File: config.mk
export PLATFORM = sky130hd
export DESIGN_NAME = cardclk_gen
export DESIGN_NICKNAME = d
export VERILOG_FILES = /design/src/rtl/cardclk_pkg.sv /design/src/rtl/cardclk_cfg.sv /design/src/rtl/cardclk_div.sv /design/src/rtl/cardclk_gate.sv /design/src/rtl/cardclk_gen.sv
export SDC_FILE = /design/constraint.sdc
export NUM_CORES = 1
export LEC_CHECK = 0
export CORE_UTILIZATION = 40
export CTS_BUF_LIST = sky130_fd_sc_hd__clkbuf_8
export DETAILED_ROUTE_END_ITERATION = 7
export DONT_BUFFER_PORTS = 1
export SYNTH_ARGS = -nofsm -noshare
export SYNTH_HDL_FRONTEND = slang
export SYNTH_SLANG_ARGS = --single-unit
File: constraint.sdc
create_clock -name clk -period 2.2 [get_ports clk]
set_clock_uncertainty 0.15 [all_clocks]
set_input_delay 0.11 -clock clk [delete_from_list [all_inputs] [get_ports clk]]
set_output_delay 0.11 -clock clk [all_outputs]
set_load 0.005 [all_outputs]
File: src/rtl/cardclk_pkg.sv
package cardclk_pkg;

    localparam int DIV_W_DEFAULT = 10;
    localparam int LANE_W        = 4;

    typedef enum logic [1:0] {
        BW_ONE   = 2'b00,
        BW_FOUR  = 2'b01,
        BW_EIGHT = 2'b10,
        BW_BOTH  = 2'b11
    } bus_sel_e;

    typedef struct packed {
        logic run;
        logic launch_fall;
    } clk_ctrl_t;

    function automatic logic [LANE_W-1:0] lanes_of(input logic [1:0] sel);
        logic [LANE_W-1:0] n;
        case (bus_sel_e'(sel))
            BW_FOUR:  n = LANE_W'(4);
            BW_EIGHT: n = LANE_W'(8);
            BW_BOTH:  n = LANE_W'(8);
            default:  n = LANE_W'(1);
        endcase
        return n;
    endfunction

    function automatic logic run_allowed(input logic pwr_on, input logic stop,
                                         input logic save, input logic busy);
        return pwr_on && !stop && (!save || busy);
    endfunction

endpackage

File: src/rtl/cardclk_cfg.sv
module cardclk_cfg
    import cardclk_pkg::*;
(
    input  logic              clk,
    input  logic              rst,
    input  logic [1:0]        bus_sel,
    input  logic              edge_fall,
    input  logic              pwr_save,
    input  logic              pwr_on,
    input  logic              xfer_active,
    input  logic              clk_stop,
    output clk_ctrl_t         ctrl,
    output logic [LANE_W-1:0] bus_lanes
);

    logic [LANE_W-1:0] lanes_q;

    always_ff @(posedge clk) begin
        if (rst) lanes_q <= LANE_W'(1);
        else     lanes_q <= lanes_of(bus_sel);
    end

    always_comb begin
        ctrl.run         = run_allowed(pwr_on, clk_stop, pwr_save, xfer_active);
        ctrl.launch_fall = edge_fall;
    end

    assign bus_lanes = lanes_q;

    // exactly one lane count is legal
    p_lanes_legal_r7: assert property (@(posedge clk) disable iff (rst)
        (lanes_q == 4'd1) || (lanes_q == 4'd4) || (lanes_q == 4'd8));

endmodule

File: src/rtl/cardclk_div.sv
module cardclk_div
    import cardclk_pkg::*;
#(
    parameter int DIV_W = DIV_W_DEFAULT
) (
    input  logic             clk,
    input  logic             rst,
    input  logic [DIV_W-1:0] div_val,
    input  clk_ctrl_t        ctrl,
    output logic             div_clk,
    output logic             bypass,
    output logic             launch
);

    localparam logic [DIV_W-1:0] ONE = DIV_W'(1);

    logic [DIV_W-1:0] cnt_q;
    logic [DIV_W-1:0] n_act_q;
    logic             edge_act_q;
    logic             div_q;
    logic             stb_q;
    logic             terminal;
    logic             in_bypass;

    assign in_bypass = (n_act_q == '0);
    assign terminal  = (cnt_q == n_act_q - ONE);

    always_ff @(posedge clk) begin
        if (rst) begin
            cnt_q      <= '0;
            n_act_q    <= '0;
            edge_act_q <= 1'b0;
            div_q      <= 1'b0;
            stb_q      <= 1'b0;
        end else if (in_bypass) begin
            cnt_q      <= '0;
            div_q      <= 1'b0;
            n_act_q    <= div_val;
            edge_act_q <= ctrl.launch_fall;
            stb_q      <= ctrl.run;
        end else if (!div_q && !ctrl.run) begin
            cnt_q      <= '0;
            n_act_q    <= div_val;
            edge_act_q <= ctrl.launch_fall;
            stb_q      <= 1'b0;
        end else if (terminal) begin
            cnt_q <= '0;
            div_q <= !div_q;
            if (div_q) begin
                stb_q      <= edge_act_q;
                n_act_q    <= div_val;
                edge_act_q <= ctrl.launch_fall;
            end else begin
                stb_q <= !edge_act_q;
            end
        end else begin
            cnt_q <= cnt_q + ONE;
            stb_q <= 1'b0;
        end
    end

    assign div_clk = div_q;
    assign bypass  = in_bypass;
    assign launch  = stb_q;

    // counter never passes the active terminal value
    p_cnt_range_r2: assert property (@(posedge clk) disable iff (rst)
        !in_bypass |-> (cnt_q < n_act_q));

    // the divided path stays quiet in bypass
    p_bypass_quiet_r3: assert property (@(posedge clk) disable iff (rst)
        in_bypass |-> !div_q);

    // a rising divided edge carries a strobe when launching on rise
    p_rise_launch_r4: assert property (@(posedge clk) disable iff (rst)
        $rose(div_q) |-> (stb_q == !edge_act_q));

    // a falling divided edge carries a strobe when launching on fall
    p_fall_launch_r5: assert property (@(posedge clk) disable iff (rst)
        $fell(div_q) |-> (stb_q == $past(edge_act_q)));

    // a stopped low clock stays low while running is disallowed
    p_hold_low_r8: assert property (@(posedge clk) disable iff (rst)
        (!ctrl.run && !div_q && !in_bypass) |=> !div_q);

    // the active divide value only changes while the clock is low
    p_load_low_r11: assert property (@(posedge clk) disable iff (rst)
        !$stable(n_act_q) |-> !div_q);

endmodule

File: src/rtl/cardclk_gate.sv
module cardclk_gate (
    input  logic clk,
    input  logic rst,
    input  logic pass_en,
    input  logic div_clk,
    output logic card_clk
);

    logic gate_q;

    // Enable changes only while the kernel clock is low: no glitch on the AND.
    always_ff @(negedge clk) begin
        if (rst) gate_q <= 1'b0;
        else     gate_q <= pass_en;
    end

    assign card_clk = (clk & gate_q) | div_clk;

    // pass-through and divided paths are never active together
    p_one_path_r3: assert property (@(posedge clk) disable iff (rst)
        div_clk |-> !pass_en);

endmodule

File: src/rtl/cardclk_gen.sv
module cardclk_gen
    import cardclk_pkg::*;
#(
    parameter int DIV_W = DIV_W_DEFAULT
) (
    input  logic              clk,
    input  logic              rst,
    input  logic [DIV_W-1:0]  div_val,
    input  logic              edge_fall,
    input  logic [1:0]        bus_sel,
    input  logic              pwr_save,
    input  logic              pwr_on,
    input  logic              xfer_active,
    input  logic              clk_stop,
    output logic              card_clk,
    output logic              launch_stb,
    output logic [LANE_W-1:0] bus_lanes
);

    clk_ctrl_t ctrl;
    logic      div_clk;
    logic      bypass;

    cardclk_cfg u_cfg (
        .clk         (clk),
        .rst         (rst),
        .bus_sel     (bus_sel),
        .edge_fall   (edge_fall),
        .pwr_save    (pwr_save),
        .pwr_on      (pwr_on),
        .xfer_active (xfer_active),
        .clk_stop    (clk_stop),
        .ctrl        (ctrl),
        .bus_lanes   (bus_lanes)
    );

    cardclk_div #(.DIV_W(DIV_W)) u_div (
        .clk     (clk),
        .rst     (rst),
        .div_val (div_val),
        .ctrl    (ctrl),
        .div_clk (div_clk),
        .bypass  (bypass),
        .launch  (launch_stb)
    );

    cardclk_gate u_gate (
        .clk      (clk),
        .rst      (rst),
        .pass_en  (bypass && ctrl.run),
        .div_clk  (div_clk),
        .card_clk (card_clk)
    );

    // in divide mode a strobe is never followed by another while rising-only
    p_single_stb_r6: assert property (@(posedge clk) disable iff (rst)
        (launch_stb && div_clk && !bypass && !edge_fall && $stable(edge_fall)) |=> !launch_stb);

endmodule

==> results of run 1 <==
==> final cells by class <==
type | instances | area, µm²
Tap cell | 46 | 57.6
Fill cell | 273 | 1170
Inverter | 6 | 22.5
Sequential cell | 27 | 543
Clock buffer | 6 | 82.6
Clock inverter | 2 | 7.51
Timing Repair Buffer | 64 | 608
Multi-Input combinational cell | 128 | 973
==> worst max-delay path by stage <==
stage | endpoint | slack, ns | cells after the start
after floorplan | u_gate.gate_q | -0.62 | 5
after global placement | u_gate.gate_q | -0.62 | 5
after detailed placement | u_gate.gate_q | -0.64 | 5
after CTS | u_gate.gate_q | -0.60 | 5
after global routing | u_gate.gate_q | -0.69 | 5
final | u_gate.gate_q | -0.65 | 5
==> where the power goes <==
group,total [mW],internal (mW),switching (mW)
sequential,0.522,0.508,0.0136
combinational,0.297,0.167,0.130
clock,0.422,0.243,0.179
total,1.24,0.918,0.323
==> cell families after synthesis <==
group / count (synthesis) / share of synthesized area [%]
buf+inv: 11 / 3.50
other cells: 1 / 0.250
simple gates: 73 / 27.9
mux: 11 / 7.34
compound gates: 22 / 12.2
xor+xnor: 19 / 11.1
flops: 27 / 36.0
fa+ha+maj: 2 / 1.67
==> critical path: stages, from the launching register on <==
cell and delay (ns):
dfxtp_2 0.33, inv_2 0.06, ha_4 0.13, or4b_4 0.47, or3_4 0.41, nor3_4 0.19
==> Yosys cell counts (4+ instances only) <==
| cell type | instances | area [µm²] |
|---|---|---|
| dfxtp_1 | 27 | 541 |
| xor2_1 | 11 | 96.3 |
| xnor2_1 | 8 | 70.1 |
| nor3_1 | 4 | 20.0 |
| nand2b_1 | 22 | 138 |
| nor2_1 | 17 | 63.8 |
| inv_1 | 7 | 26.3 |
| mux2i_1 | 11 | 110 |
| nand3_1 | 7 | 35.0 |
| nand2_1 | 6 | 22.5 |
==> metal layers <==
metal / GRT usage (%) / vias up / part of all wire (%)
met3: 7.79 / 6 / 4.5
met2: 43.3 / 41 / 53
met5: 0 / - / 0
li1: - / 707 / -
met1: 24.3 / 695 / 41
met4: 9.38 / 0 / 1.7
==> flip-flops by register name, summed over array words and instances, names as in the netlist <==
signal and count:
u_cfg.bus_lanes 3, u_div.cnt_q 10, u_div.div_clk 1, u_div.edge_act_q 1, u_div.launch 1, u_div.n_act_q 10, u_gate.gate_q 1
==> layout by cell type (no fill, tap or decap), types with 2 or more instances in the layout <==
| cell type | n |
|---|---|
| a21oi_1 | 2 |
| clkbuf_8 | 6 |
| nor3_1 | 3 |
| inv_1 | 6 |
| nand2b_1 | 22 |
| xor2_1 | 11 |
| mux2i_1 | 11 |
| dfxtp_1 | 25 |
| nor2_1 | 15 |
| inv_2 | 2 |
| a31oi_1 | 2 |
| dlygate4sd3_1 | 39 |
| nand3_1 | 6 |
| o2111a_1 | 2 |
| dfxtp_2 | 2 |
| a211oi_1 | 2 |
| buf_4 | 23 |
| xnor2_1 | 8 |
| nor2_2 | 2 |
| nand2_1 | 6 |
| nor2b_1 | 2 |
==> stage by stage <==
stage	std cells	hold WS (ns)	setup slack (ns)	power [mW]
after floorplan	166	0.0358	-0.624	0.675
after global placement	228	0.0362	-0.618	0.730
after detailed placement	228	0.0374	-0.641	0.737
after CTS	274	-0.0557	-0.598	1.22
after global routing	279	0.129	-0.691	1.30
final	279	0.0981	-0.649	1.24
==> what timing repair did <==
item	in CTS	in global routing
endpoints found under the setup margin	26	26
hold buffers	38	1
gates resized for setup	6	2
endpoints found under the hold margin	16	2
pin swaps	3	6
setup buffers	1	3
gates cloned	0	1
==> results.yml, run 1 <==
floorplan:
  io_pins: 25
  die_height_um: 63.2
  dieArea_um2: 4000
  initial_utilization_pct: 43.3
  rows: 21
  die_x_um: 63.2
  core_area_um2: 3470
outcome:
  violations: "negative setup slack"
  outcome: "finished with violations"
placed_design:
  port_buffers: 0
  gp_congestion: 0.735
  hpwl_um: 2310
  detailed_place.area_um2: 1710
global_routing:
  grt_pass1_wl_um: 7050
  grt_max_degree: 28
  antenna_found_initial: 0
  grt_pass1_vias: 1526
  overflow: 0
  grt_use_total_pct: 23.5
sta:
  final-setup-viol-count: 26
  drv_slew: 0
  setup_slack_ns: -0.649
  finalHoldViolations: 0
  fin_setup_tns_ns: -7.45
  rsz0062_at_grt: "true"
layout:
  syn_to_final_growth_pct: 53.0
  finalInstanceArea_um2: 2290
  post-route-util_pct: 66.2
  nets: 255
  diodes: 0
  drive_gt1_share_pct: 21.9
hold_path:
  hp-class: "in -> reg"
  hp-start: "pwr_on"
  min_to: "u_div.launch"
  hold_depth: 4
flow_run:
  maxCapViolations: 0
synthesis:
  ys_ff_latch: 27
  ys.flop_type: "dfxtp_1"
  synthArstFlopShare_pct: 0
  synth_edf_count: 0
  synthCells: 166
  syn_nets: 187
  synth_cell_types: 47
  synth_area_um2: 1500
  syn_area_per_cell_um2: 9.04
  yosys_warnings: 0
  ys_seq_area_share_pct: 36.0
critical_path:
  reg2regPathDepth: 5
  path_class: "reg -> reg"
  crit_arrival_ns: 1.97
  cp-end-kind: "register"
  reg2reg_slack_ns: -0.65
  required_ns: 1.32
  rr_startpoint: "u_div.n_act_q[0]"
  cp-start-kind: "register"
  worstSetupStartpoint: "u_div.n_act_q[0]"
  timing.rr.end: "u_gate.gate_q"
  crit_fanout: 3
detailed_routing:
  remaining_drc_errors: 0
  wl_um: 4320
  dr.pass1.iters: 4
  antenna_left: 0
  via_count: 1449
  drt_iter0_markers: 47
  vias_per_cell: 5.19
  wl_per_cell_um: 15.5
cts:
  cts_tree: "yes"
  clkLatencyLatePin_ns: 0.38
  clk_pin_slew_ns: 0.09
pwr:
  p_per_area_nw_per_um2: 541
  p_leak_nw: 0.870
  ir_drop_v: 0.000422
Note: power is estimated with default switching activity, not from simulation.
==> run 2: changes to the inputs <==
PLACE_DENSITY_LB_ADDON = 0.08   (was not set)
clock period = 2.8 ns   (was 2.2 ns; I/O delays follow)
==> run 2 against run 1 <==
Against the previous run: clock power decreased by 20%; hold slack improved by 0.11 ns; design area decreased by 11%; the run still ends with negative setup slack left; die area unchanged; count of clock-buffer cells in the layout unchanged; largest power group unchanged; critical path depth unchanged; core utilization decreased by 7.3 points; via count decreased by 11%; sequential power decreased by 22%; cell count decreased by 8.2%; register-to-register slack improved by 0.38 ns.
==> results.yml, run 2 (synthesis results as in run 1) <==
global_routing:
  overflow: 0
  grt_max_degree: 17
  grt_pass1_wl_um: 5630
  grt_use_total_pct: 18.9
  antenna_found_initial: 0
  grt_pass1_vias: 1276
layout:
  regArea_um2: 543
  mostFrequentLayoutCell: "dlygate4sd3_1"
  syn_to_final_growth_pct: 36.0
  multi_input_area_um2: 946
  diodes: 0
  final_cell_mix: "dlygate4sd3_1 (29), dfxtp_1 (25), nand2b_1 (22)"
  drive_gt1_share_pct: 16.7
  nets: 232
  post-route-util_pct: 58.8
  finalInstanceArea_um2: 2040
  final.fill_count: 327
critical_path:
  max_stage_delay_ns: 0.45
  cp_top_family: "simple AND/OR/NAND/NOR gates"
  crit_chain: "inv_2 > ha_4 > or4b_4 > or3_4 > nor3_4"
  crit_fanout: 3
  required_ns: 1.63
  worstSetupStartpoint: "u_div.n_act_q[1]"
  rr_startpoint: "u_div.n_act_q[1]"
  cp-start-kind: "register"
  crit_arrival_ns: 1.90
  path_class: "reg -> reg"
  cp_slowest_cell: "or4b_4"
  cp-end-kind: "register"
  path_buf_inv: 1
detailed_routing:
  wl_per_cell_um: 12.6
  drt_iter0_markers: 47
  wl_met1_um: 1460
  met2_length_um: 1570
  antenna_left: 0
  routed.top_layer: "met4"
  via_count: 1285
  wl_met3_um: 126
  vias_per_cell: 5.02
  dr.pass1.iters: 4
  wl_um: 3230
  remaining_drc_errors: 0
sta:
  setup_slack_ns: -0.270
  final-setup-viol-count: 1
  finalHoldViolations: 0
  drv_slew: 0
  hold_ws_ns: 0.206
  rsz0062_at_grt: "true"
cts:
  clkLatencyLatePin_ns: 0.38
  cts_tree: "yes"
  clk_pin_slew_ns: 0.09
  postCtsSetupBuffers: 0
placed_design:
  port_buffers: 0
  hpwl_um: 2270
  detailed_place.area_um2: 1650
  gp_congestion: 0.775
  post-place-ws_ns: -0.334
floorplan:
  die_height_um: 63.2
  die_x_um: 63.2
  rows: 21
  io_pins: 25
  dieArea_um2: 4000
  initial_utilization_pct: 43.3
  core_area_um2: 3470
hold_path:
  hp-start: "pwr_on"
  hp-class: "in -> reg"
pwr:
  p_per_area_nw_per_um2: 453
  p_leak_nw: 0.775
  ir_drop_v: 0.000251
  total_power_uw: 925
outcome:
  outcome: "finished with violations"
  violations: "negative setup slack"
flow_run:
  maxCapViolations: 0
run 2: changes by cell type in the layout (fill, tap and decap cells not counted), sizes merged:
cell	change
inv	-1
clkinv	+1
dlygate4sd3	-10
clkbuf	-1
buf	-12
run 2: path summary, 6_finish.rpt:
path,endpoint,slack (ns),cells past startpoint
worst min register to register,u_div.edge_act_q,0.35,2
worst max register to register,u_gate.gate_q,-0.27,5
worst max-delay path,u_gate.gate_q,-0.27,5
worst min-delay path,u_div.div_clk,0.21,4
run 2: layer usage:
layer,up-vias,GRT usage [%]
li1,663,-
met1,590,21.1
met2,25,31.3
met3,7,5.98
met4,0,11.1
met5,-,0
run 2: area by class of cell:
| cell class | count | area share [%] |
|---|---|---|
| multi-input cells | 128 | 46.4 |
| flip-flops and latches | 27 | 26.6 |
| repair buffers | 41 | 18.6 |
| clock buffers | 6 | 4.05 |
| well taps | 46 | 2.82 |
| inverters | 6 | 1.10 |
| clock inverters | 2 | 0.429 |
run 2: timing repair:
action                                  in CTS  in global routing
hold buffers                                29                  0
hold endpoints to repair                    16                  0
endpoints found under the setup margin       4                  1
resized for setup                            2                  0
cloned                                       0                  0
run 2: worst min-delay path: cells and delay by family:
family           cells  cell delay, ns
AND/OR/NAND/NOR      3            0.42
AO/OA/AOI/OAI        1            0.13
run 2: stage by stage:
step / instances / TNS (ns)
2_1_floorplan: 166 / -0.324
3_3_place_gp: 220 / -0.308
3_5_place_dp: 220 / -0.338
4_1_cts: 256 / -0.273
5_1_grt: 256 / -0.316
6_report: 256 / -0.270
run 2: report_power, final:
group	internal, mW	leakage, nW	switching, mW
Combinational	0.0998	0.493	0.0817
Sequential	0.399	0.222	0.00873
Clock	0.192	0.0605	0.143
Total	0.691	0.775	0.234
==> run 3: changes to the inputs <==
clock period = 3.9 ns   (was 2.8 ns; I/O delays follow)
==> run 3 against run 2 <==
Against the previous run: the run now ends clean; power decreased by 29%; critical path type unchanged; sequential power decreased by 28%; critical endpoint unchanged; design area decreased by 9.8%; first-iteration DRC count increased by 2.1%; hold slack got worse by 0.18 ns; routed wire length decreased by 0.68%; die area unchanged.
==> results.yml, run 3 (synthesis results as in run 1) <==
sta:
  final-setup-viol-count: 0
  worstMarginPinSlew_ns: 0.780
  slew_headroom_pct: 48.0
  drv_slew: 0
  rsz0062_at_grt: "false"
  finalHoldViolations: 0
  fin_setup_tns_ns: 0
placed_design:
  port_buffers: 0
  place_inst: 215
  hpwl_um: 2230
  gp_congestion: 0.801
layout:
  final_cell_mix: "dfxtp_1 (27), nand2b_1 (22), nor2_1 (17)"
  fin_cells: 238
  syn_to_final_growth_pct: 22.7
  nets: 214
  post-route-util_pct: 53.1
  diodes: 0
  drive_gt1_share_pct: 13.0
  mostFrequentLayoutCell: "dfxtp_1"
global_routing:
  grt_pass1_wl_um: 5450
  grt_pass1_vias: 1210
  overflow: 0
  antenna_found_initial: 0
  grt_use_total_pct: 18.0
  grt_max_degree: 27
critical_path:
  cp-end-kind: "register"
  required_ns: 2.18
  crit_fanout: 3
  cp-start-kind: "register"
  crit_arrival_ns: 2.07
  path_class: "reg -> reg"
floorplan:
  io_pins: 25
  die_height_um: 63.2
  initial_utilization_pct: 43.3
  rows: 21
  dieArea_um2: 4000
  core_area_um2: 3470
  die_x_um: 63.2
cts:
  cts_tree: "yes"
  clkLatencyLatePin_ns: 0.39
  clk_pin_slew_ns: 0.10
detailed_routing:
  drt_iter0_markers: 48
  remaining_drc_errors: 0
  via_count: 1224
  dr.pass1.iters: 3
  antenna_left: 0
  wl_um: 3210
  vias_per_cell: 5.14
  wl_per_cell_um: 13.5
pwr:
  p_leak_nw: 0.698
  p_per_area_nw_per_um2: 355
  ir_drop_v: 0.000155
outcome:
  outcome: "complete, no violations"
hold_path:
  hp-class: "in -> reg"
flow_run:
  maxCapViolations: 0
[run 3: cell types whose count changed in the layout (fill, tap and decap cells not counted), moves of 2 or more]
cell and change:
inv_2 -2, dfxtp_2 -2, dlygate4sd3_1 -13, dfxtp_1 +2
inv_1 +2, buf_4 -5
[run 3: metrics by stage]
stage	setup slack (ns)	instance area (µm²)	hold slack (ns)	power [mW]
finish	0.105	1840	0.0243	0.654
global route	0.0148	1840	0.0257	0.684
CTS	0.0702	1840	0.0339	0.656
detailed placement	0.0425	1590	0.121	0.397
global placement	0.0950	1590	0.119	0.397
floorplan	0.0269	1510	0.121	0.376
[run 3: repair_timing]
item | in CTS | in global routing
hold buffers | 16 | 0
endpoints found under the hold margin | 15 | 0
setup buffers | 0 | 0
resized for setup | 0 | 1
setup endpoints to repair | 0 | 1
[run 3: cell type report]
class / instances / area (µm²)
Timing Repair Buffer: 23 / 213
Sequential cell: 27 / 541
Multi-Input combinational cell: 128 / 916
Clock inverter: 2 / 8.76
Inverter: 6 / 22.5
Fill cell: 346 / 1630
Clock buffer: 6 / 82.6
Tap cell: 46 / 57.6
[run 3: worst paths after layout]
kind,startpoint,to,slack (ns),cells after the start
max,u_div.n_act_q[0],u_gate.gate_q,0.10,5
min,rst,u_div.div_clk,0.02,2
max reg2reg,u_div.n_act_q[0],u_gate.gate_q,0.10,5
min reg2reg,u_div.cnt_q[0],u_div.cnt_q[0],0.36,1
[run 3: per-layer routing]
| metal | GRT usage, % | share of wire (%) |
|---|---|---|
| met5 | 0 | 0 |
| met4 | 13.4 | 3.9 |
| met3 | 5.80 | 3.8 |
| met2 | 27.0 | 46 |
| met1 | 21.1 | 47 |
[run 3: power by group]
| group | switching, mW | internal, mW |
|---|---|---|
| Clock | 0.111 | 0.139 |
| Sequential | 0.00852 | 0.286 |
| Combinational | 0.0533 | 0.0564 |
| Total | 0.172 | 0.481 |
[run 3: critical path: stages (launching register included)]
cell and delay, ns:
dfxtp_1 0.32, inv_1 0.05, ha_1 0.15, or4b_4 0.47
or3_2 0.50, nor3_2 0.20
